### config.mk
export PLATFORM = sky130hd
export DESIGN_NAME = shift_wire_engine
export DESIGN_NICKNAME = d
export VERILOG_FILES = /design/src/rtl/shift_wire_engine.sv
export SDC_FILE = /design/constraint.sdc
export NUM_CORES = 1
export LEC_CHECK = 0
export ABC_CLOCK_PERIOD_IN_PS = 2130
export BUFFER_PORTS_ARGS = -buffer_cell sky130_fd_sc_hd__buf_2
export CORE_MARGIN = 2
export CORE_UTILIZATION = 48
export CTS_CLUSTER_DIAMETER = 30
export DETAILED_ROUTE_END_ITERATION = 7
export PLACE_DENSITY = 0.77
export SLEW_MARGIN = 0
export SYNTH_ARGS = -nofsm -noshare
export SYNTH_HDL_FRONTEND = slang
export SYNTH_SLANG_ARGS = --single-unit
export TNS_END_PERCENT = 100
### constraint.sdc
create_clock -name clk -period 2.13 [get_ports clk]
set_input_delay 0.1065 -clock clk [delete_from_list [all_inputs] [get_ports clk]]
set_output_delay 0.1065 -clock clk [all_outputs]
set_load 0.02 [all_outputs]
### src/rtl/shift_wire_engine.sv
module shift_wire_engine #(
  parameter int SLOTS      = 2,
  parameter int MEM_W      = 3,
  parameter int OZ_COLS    = 2,
  parameter bit CELLS_FULL = 1'b1,
  localparam int TC = 9,
  localparam int NR = 2 * SLOTS,
  localparam int NC = SLOTS * MEM_W,
  localparam int NT = TC * NR,
  localparam int NO = SLOTS * OZ_COLS
) (
  input  logic          clk,
  input  logic          rst_n,
  input  logic          in_valid,
  output logic          in_ready,
  input  logic          op_east,
  input  logic [TC-1:0] op_north,
  input  logic [TC-1:0] op_south,
  input  logic [NC-1:0] op_unload,
  input  logic [SLOTS-1:0] op_load_row,
  input  logic [NO-1:0] op_load_slot,
  output logic          st_valid,
  output logic          st_accept,
  output logic [2:0]    st_code,
  output logic [NC-1:0] occ_cell,
  output logic [NC-1:0] occ_mrow,
  output logic [NT-1:0] occ_tcol,
  output logic [NO-1:0] occ_ozrow,
  output logic [NO-1:0] occ_slot
);
  localparam int LAST = (TC - 1) * NR;

  logic [NC-1:0] cell_n, mrow_n;
  logic [NT-1:0] tcol_n;
  logic [NO-1:0] ozrow_n, slot_n;
  logic mix, clash, empty, edge_hit, hit;
  logic [2:0] code;

  assign in_ready = 1'b1;

  always_comb begin
    mix   = op_east & (|op_north | |op_south | |op_unload | |op_load_row);
    clash = |(op_north & op_south) | (|op_load_row & (op_north[TC-1] | op_south[TC-1]));
    empty = |(op_unload & ~occ_cell) | |(op_load_slot & ~occ_ozrow);
    edge_hit = op_east & |occ_tcol[LAST +: NR];
    hit   = |(op_unload & occ_mrow) | |(op_load_slot & occ_slot);
    for (int j = 0; j < TC; j++) begin
      edge_hit |= op_north[j] & occ_tcol[j*NR];
      edge_hit |= op_south[j] & occ_tcol[j*NR + NR - 1];
    end
    for (int k = 0; k < SLOTS; k++) begin
      clash    |= op_load_row[k] & |op_load_slot[k*OZ_COLS +: OZ_COLS];
      empty    |= op_load_row[k] & ~occ_tcol[LAST + 2*k + 1];
      edge_hit |= op_load_row[k] & occ_ozrow[k*OZ_COLS + OZ_COLS - 1];
    end
    code = mix ? 3'd1 : clash ? 3'd2 : empty ? 3'd3 : edge_hit ? 3'd4 : hit ? 3'd5 : 3'd0;
  end

  always_comb begin
    cell_n = occ_cell & ~op_unload;
    slot_n = occ_slot | op_load_slot;
    mrow_n = occ_mrow | op_unload;
    tcol_n = occ_tcol;
    if (op_east) begin
      for (int r = 0; r < SLOTS; r++)
        for (int m = 0; m < MEM_W; m++)
          mrow_n[r*MEM_W+m] = (m == 0) ? 1'b0 : occ_mrow[r*MEM_W+m-1];
      for (int j = 0; j < TC; j++)
        for (int g = 0; g < NR; g++)
          if (j == 0) tcol_n[g] = (g % 2 == 1) ? occ_mrow[(g/2)*MEM_W + MEM_W - 1] : 1'b0;
          else        tcol_n[j*NR+g] = occ_tcol[(j-1)*NR+g];
    end else begin
      for (int j = 0; j < TC; j++)
        for (int g = 0; g < NR; g++)
          if (op_north[j])      tcol_n[j*NR+g] = (g == NR-1) ? 1'b0 : occ_tcol[j*NR+g+1];
          else if (op_south[j]) tcol_n[j*NR+g] = (g == 0) ? 1'b0 : occ_tcol[j*NR+g-1];
      for (int k = 0; k < SLOTS; k++)
        if (op_load_row[k]) tcol_n[LAST + 2*k + 1] = 1'b0;
    end
    ozrow_n = occ_ozrow;
    for (int k = 0; k < SLOTS; k++)
      if (op_load_row[k])
        for (int c = 0; c < OZ_COLS; c++)
          ozrow_n[k*OZ_COLS+c] = (c == 0) ? 1'b1 : occ_ozrow[k*OZ_COLS+c-1];
    ozrow_n &= ~op_load_slot;
  end

  always_ff @(posedge clk) begin
    if (!rst_n) begin
      occ_cell  <= {NC{CELLS_FULL}};
      occ_mrow  <= '0;
      occ_tcol  <= '0;
      occ_ozrow <= '0;
      occ_slot  <= '0;
      st_valid  <= 1'b0;
      st_accept <= 1'b0;
      st_code   <= 3'd0;
    end else begin
      st_valid <= in_valid;
      if (in_valid) begin
        st_accept <= (code == 3'd0);
        st_code   <= code;
      end
      if (in_valid && code == 3'd0) begin
        occ_cell  <= cell_n;
        occ_mrow  <= mrow_n;
        occ_tcol  <= tcol_n;
        occ_ozrow <= ozrow_n;
        occ_slot  <= slot_n;
      end
    end
  end

  p_conserve_r10: assert property (@(posedge clk) disable iff (!rst_n)
    1'b1 |=> $countones({occ_cell, occ_mrow, occ_tcol, occ_ozrow, occ_slot})
         == $past($countones({occ_cell, occ_mrow, occ_tcol, occ_ozrow, occ_slot})));

  p_reject_hold_r9: assert property (@(posedge clk) disable iff (!rst_n)
    (in_valid && code != 3'd0) |=> $stable({occ_cell, occ_mrow, occ_tcol, occ_ozrow, occ_slot}));

  p_status_pair_r11: assert property (@(posedge clk) disable iff (!rst_n)
    in_valid |=> st_valid);

  p_idle_quiet_r11: assert property (@(posedge clk) disable iff (!rst_n)
    !in_valid |=> (!st_valid && $stable({occ_cell, occ_mrow, occ_tcol, occ_ozrow, occ_slot})));

  p_accept_code_r9: assert property (@(posedge clk) disable iff (!rst_n)
    st_valid |-> (st_accept == (st_code == 3'd0)));

  p_east_mix_r3: assert property (@(posedge clk) disable iff (!rst_n)
    (in_valid && op_east && (|op_north || |op_unload)) |=> (st_code == 3'd1));

  p_east_feed_r2: assert property (@(posedge clk) disable iff (!rst_n)
    (in_valid && op_east && code == 3'd0) |=> (occ_tcol[1] == $past(occ_mrow[MEM_W-1])));

  p_slot_keep_r7: assert property (@(posedge clk) disable iff (!rst_n)
    1'b1 |=> (($past(occ_slot) & ~occ_slot) == '0));
endmodule

; After elaboration in Yosys (flattened, before gate mapping)
; Cells that the tools add are included.
[classes]
muxes = 83
bitwise = 73
reduce_logical = 36
[ops]
columns = cell, count
row1 = two-way mux 1 bit, 74
row2 = two-way mux 36 bit, 1
row3 = bitwise OR 1 bit, 31
row4 = bitwise AND 1 bit, 27
row5 = nonzero test 3 bit, 9
row6 = OR reduction 9 bit, 3
row7 = AND reduction 2 bit, 11
row8 = bitwise AND 6 bit, 3
row9 = OR reduction 6 bit, 3
row10 = two-way mux 3 bit, 5
row11 = bitwise AND 4 bit, 3
row12 = inverter 6 bit, 2
row13 = OR reduction 4 bit, 3
row14 = bitwise AND 9 bit, 1
row15 = inverter 4 bit, 2
row16 = nonzero test 4 bit, 2
row17 = two-way mux 6 bit, 1
row18 = bitwise OR 6 bit, 1
row19 = OR reduction 2 bit, 3
row20 = two-way mux 2 bit, 2
row21 = bitwise OR 4 bit, 1
row22 = logical NOT 3 bit, 1
row23 = inverter 1 bit, 2
row24 = logical AND 1 bit, 1
[word_totals]
ff_bits = 61
input_bits = 34
out_inout_bits = 62
wordCells = 210

; Depth between registers and ports, before layout
[depth]
ltp_word = 29
depth_mapped = 9
depth_no_buf = 6

; Worst setup path after synthesis
; No wires, ideal clock.
[synth_path]
path_type = register to register
start = register occ_tcol[35]
end = register occ_tcol[2]
setup_ps = 96
arrival_time_ps = 2373
required_time_ps = 2034
setup_slack_ps = -338
stages_incl_launch_ff = 8
n_path_buf = 1
synth_period_minus_slack_ps = 2468
cell_sequence = dfxtp_1 -> nor2b_4 -> a2111o_1 -> nor4_4 -> nand3_4 -> or4_4 -> buf_6 -> o41ai_2
[synth_between]
elab_chain_len = 29
elab_cells_between_ends = 33
cone_classes = mux (4) / bitwise (25) / reduce/logical (4)
[synth_rtl]
columns = item, line
row1 = from (decl), 27  ; output logic [NT-1:0] occ_tcol,
row2 = from (signal assigned), 107  ; occ_tcol <= tcol_n;
row3 = OR reduction 4 bit, 45  ; edge_hit = op_east & |occ_tcol[LAST +: NR];
row4 = bitwise AND 1 bit, 45
row5 = bitwise OR 1 bit, 48  ; edge_hit |= op_north[j] & occ_tcol[j*NR];
row6 = bitwise OR 1 bit, 49  ; edge_hit |= op_south[j] & occ_tcol[j*NR + NR - 1];
row7 = bitwise OR 1 bit, 48
row8 = bitwise OR 1 bit, 49
row9 = bitwise OR 1 bit, 48
row10 = bitwise OR 1 bit, 49
row11 = [... 10 more ...], --
row12 = bitwise OR 1 bit, 48
row13 = bitwise OR 1 bit, 49
row14 = bitwise OR 1 bit (2 in series), 54  ; edge_hit |= op_load_row[k] & occ_ozrow[k*OZ_COLS + OZ_COLS - 1];
row15 = two-way mux 3 bit, 56  ; code = mix ? 3'd1 : clash ? 3'd2 : empty ? 3'd3 : edge_hit ? 3'd4 : hit ? 3'd5 : 3'd0;
row16 = two-way mux 3 bit * (3 in series), 56
row17 = logical NOT 3 bit *, 104  ; if (in_valid && code == 3'd0) begin
row18 = logical AND 1 bit *, 104
row19 = AND reduction 2 bit (no source line) *, --
; Every way passes the cells marked *; elsewhere a longest branch is shown, timed or not.
; A chain may end at the register's enable or synchronous reset.

; Worst setup path in the final report
[layout_path]
start = register occ_ozrow[3]
end = register occ_tcol[35]
[layout_between]
elab_chain_len = 12
elab_cells_between_ends = 15
cone_classes = mux (4) / bitwise (7) / reduce/logical (4)
[layout_rtl]
columns = item, line
row1 = from (decl), 28  ; output logic [NO-1:0] occ_ozrow,
row2 = from (signal assigned), 108  ; occ_ozrow <= ozrow_n;
row3 = inverter 4 bit, 44  ; empty = |(op_unload & ~occ_cell) | |(op_load_slot & ~occ_ozrow);
row4 = bitwise AND 4 bit, 44
row5 = OR reduction 4 bit, 44
row6 = bitwise OR 1 bit, 44
row7 = bitwise OR 1 bit (2 in series), 53  ; empty |= op_load_row[k] & ~occ_tcol[LAST + 2*k + 1];
row8 = two-way mux 3 bit * (3 in series), 56
row9 = logical NOT 3 bit *, 104
row10 = logical AND 1 bit *, 104
row11 = AND reduction 2 bit (no source line) *, --
; Marks and branches as above.

==> results.cfg <==
[critical_path]
critPathKind = flop to flop
required_ns = 2.41
crit_path_cell_trace = a22o_1, a221oi_2, nand4_1, buf_6, or4_4, buf_4, nor3_4, o221a_4
worstReg2RegEnd = occ_tcol[35]
critPathMaxFanout = 4
worstSetupStartpointType = flop
worstRegToRegCells = 8
cpMaxStageDelayCell = or4_4
crit_path_end_kind = flop
cp_num_buf_inv = 2
worstPathArrival_ns = 2.53
slowest_delay_ns = 0.50
cpLargestDelayFamily = simple AND/OR/NAND/NOR gates
r2r_slack_ns = -0.12
r2r_start = occ_ozrow[3]

[detailed_routing]
avgRoutedWirePerCell_um = 18.3
drc = 0
first_pass_iters = 6
met2_length_um = 6060
wl_um = 12800
met3_length_um = 1120
vias = 4294
routed_via_density = 6.12
routed.top_layer = met4
drt_iter0_drc = 439
drt-met1-wl_um = 5300
ant_nets = 0

[power]
combPwrFrac_pct = 11.8
peakVddDrop_mv = 0.374
clock_power_share_pct = 40.2
powerDensity_nw_per_um2 = 472
internal_power_mw = 1.66
p_leak_nw = 2.07
seqPwrFrac_pct = 48.0
power_switching_mw = 0.714
power_mw = 2.37
swShare_pct = 30.1

[global_route]
grt_max_degree = 86
grt_pass1_vias = 4106
track_usage_pct = 30.0
antenna_found_initial = 0
grt_pass1_wl_um = 20100
grt-ovfl-total = 0

[cts]
insertion_delay_ns = 0.35
cts_htree_levels = 3
path_clk_slew_ns = 0.08
cts-buffers-inserted = 9
cts_tree = yes
cts_hold_buffers = 0
cts.sinks = 61
cts_buffer_depth = 2
cts-root-buf = clkbuf_8

[floorplan]
die_w_um = 90.3
core_um2 = 7210
initial_core_util_pct = 49.5
rows = 31
io_pins = 96
die_area_um2 = 8150
die_y_um = 90.3

[timing]
relSlewSlack_pct = 54.6
rsz0062_at_grt = yes
tightest_slew_ns = 0.681
finalHoldViolCount = 0
fin_crit_ns = 2.25
tns_ns = -1.16
hold_ws_ns = 0.0297
clock.fmax_mhz = 445
finalSetupViolCount = 27
timing.final.crit_share_pct = 105
layout_setup_ws_ns = -0.117
finalClockSkew_ns = 0.00646
drv_slew = 0

[outcome]
status = finished with violations
violations = setup timing

[synthesis]
synth_seq_cells = 61
ys_seq_area_share_pct = 34.2
synth_largest_area_cell = dfxtp_1
synth_warnings = 0
synth_area_leaders = dfxtp_1 (34%), mux2i_1 (11%), nand2_1 (9.5%)
syn_avg_cell_area_um2 = 7.81
synth_edf_count = 0
syn_area_um2 = 3570
synthesis.nets = 491
async_flop_share_pct = 0
syn_inst = 457
yosysUniqueCellTypes = 47
synth_ff_type = dfxtp_1
yosysTopAreaCellShare_pct = 34.2

[min_path]
hp-start = op_load_slot[0]
whs_endpoint = occ_ozrow[0]
hold_path.class = primary input to flop
hold_depth = 2

[final_layout]
drive_gt1_share_pct = 41.0
area_growth_pct = 41.0
diodes = 0
layout.nets = 632
design_area_um2 = 5040
finish.utilization_pct = 69.8
fill_cells = 583

[flow_run]
maxCapViolCount = 0

[placed_design]
place.gp.congestion = 0.917
portBuffers = 94
dpl.hpwl_um = 8470
postPlaceCellArea_um2 = 4590
-- synthesized netlist by cell type (10+ instances only) --
cell      number
a21oi_1       15
a22oi_1       10
clkbuf_1      34
dfxtp_1       61
mux2i_1       38
nand2_1       90
nand3_1       14
nor2_1        30
nor3_1        13
o21ai_0       27
-- worst reg2reg max path, cell delays in order, from the launching register on --
cell	delay, ns
dfxtp_4	0.37
a22o_1	0.21
a221oi_2	0.20
nand4_1	0.18
buf_6	0.18
or4_4	0.50
buf_4	0.18
nor3_4	0.17
o221a_4	0.20
-- power by group through the flow --
stage | combinational (mW) | sequential [mW] | clock (mW)
2_1_floorplan | 0.131 | 1.17 | 0
3_3_place_gp | 0.251 | 1.17 | 0
3_5_place_dp | 0.254 | 1.17 | 0
4_1_cts | 0.263 | 1.14 | 0.941
5_1_grt | 0.296 | 1.14 | 0.992
6_report | 0.281 | 1.14 | 0.954
-- state kept, by name, summed over array words and instances, names as in the netlist --
name	cells
occ_cell	6
occ_mrow	6
occ_ozrow	4
occ_slot	4
occ_tcol	36
st_accept	1
st_code	3
st_valid	1
-- layer usage --
layer	vias up	track usage, %
li1	1965	-
met1	2026	37.3
met2	255	51.3
met3	48	5.84
met4	0	11.7
met5	-	0
-- cell usage in the layout (no fill, tap or decap), types with 4 or more instances in the layout --
master       n
clkbuf_8     9
a22o_1       5
or4_4        4
a21oi_1     15
nor2b_1      7
a31oi_1      6
o41ai_1      6
dfxtp_2     10
buf_4       69
clkinvlp_4   4
nor2_1      29
a22oi_1     10
o311ai_0     7
inv_1        8
nand3_1     13
mux2i_1     38
o211ai_1     4
nand2b_1     7
buf_6        5
nor4_1       6
nand2_1     90
o221a_2      4
nand4_1      5
nor3_2       9
buf_2       94
dfxtp_1     48
o21ai_0     25
a21o_1       4
o32ai_2      7
-- timing repair --
item | 4_1_cts | 5_1_grt
pin swaps | 8 | 11
buffers inserted | 2 | 0
endpoints found under the setup margin | 46 | 56
resized for setup | 23 | 28
cloned | 2 | 0
-- worst max path at each step --
stage | slack [ns] | to | depth (start not counted) | startpoint
global placement | -0.1 | occ_tcol[33] | 6 | occ_ozrow[3]
CTS | -0.06 | occ_tcol[33] | 6 | occ_tcol[35]
detailed placement | -0.15 | occ_tcol[33] | 6 | occ_ozrow[3]
global route | -0.18 | occ_tcol[19] | 8 | occ_ozrow[3]
floorplan | -0.13 | occ_tcol[4] | 7 | occ_ozrow[3]
finish | -0.12 | occ_tcol[35] | 8 | occ_ozrow[3]
-- logic make-up (layout without fill, tap and decap cells) --
group | after synthesis | count (layout) | share of synthesized area, %
buf+inv | 50 | 195 | 5.92
mux | 38 | 38 | 10.7
flops | 61 | 61 | 34.2
simple gates | 189 | 190 | 25.1
compound gates | 118 | 118 | 24.1
other cells | 1 | 1 | 0.105
-- layout make-up --
cell class              instances  area, um2  area share (%)
multi-input cells             347       2370            47.1
flip-flops and latches         61       1240            24.7
repair buffers                170       1080            21.5
clock buffers                   9        124            2.46
well taps                      99        124            2.46
clock inverters                 7       52.6            1.04
inverters                       9       33.8           0.671
-- stage by stage --
step / std cells / setup WS (ns)
6_report: 702 / -0.117
5_1_grt: 702 / -0.182
4_1_cts: 702 / -0.0636
3_5_place_dp: 682 / -0.147
3_3_place_gp: 682 / -0.0969
2_1_floorplan: 457 / -0.129
No activity file was read; power rests on OpenSTA's default activity.
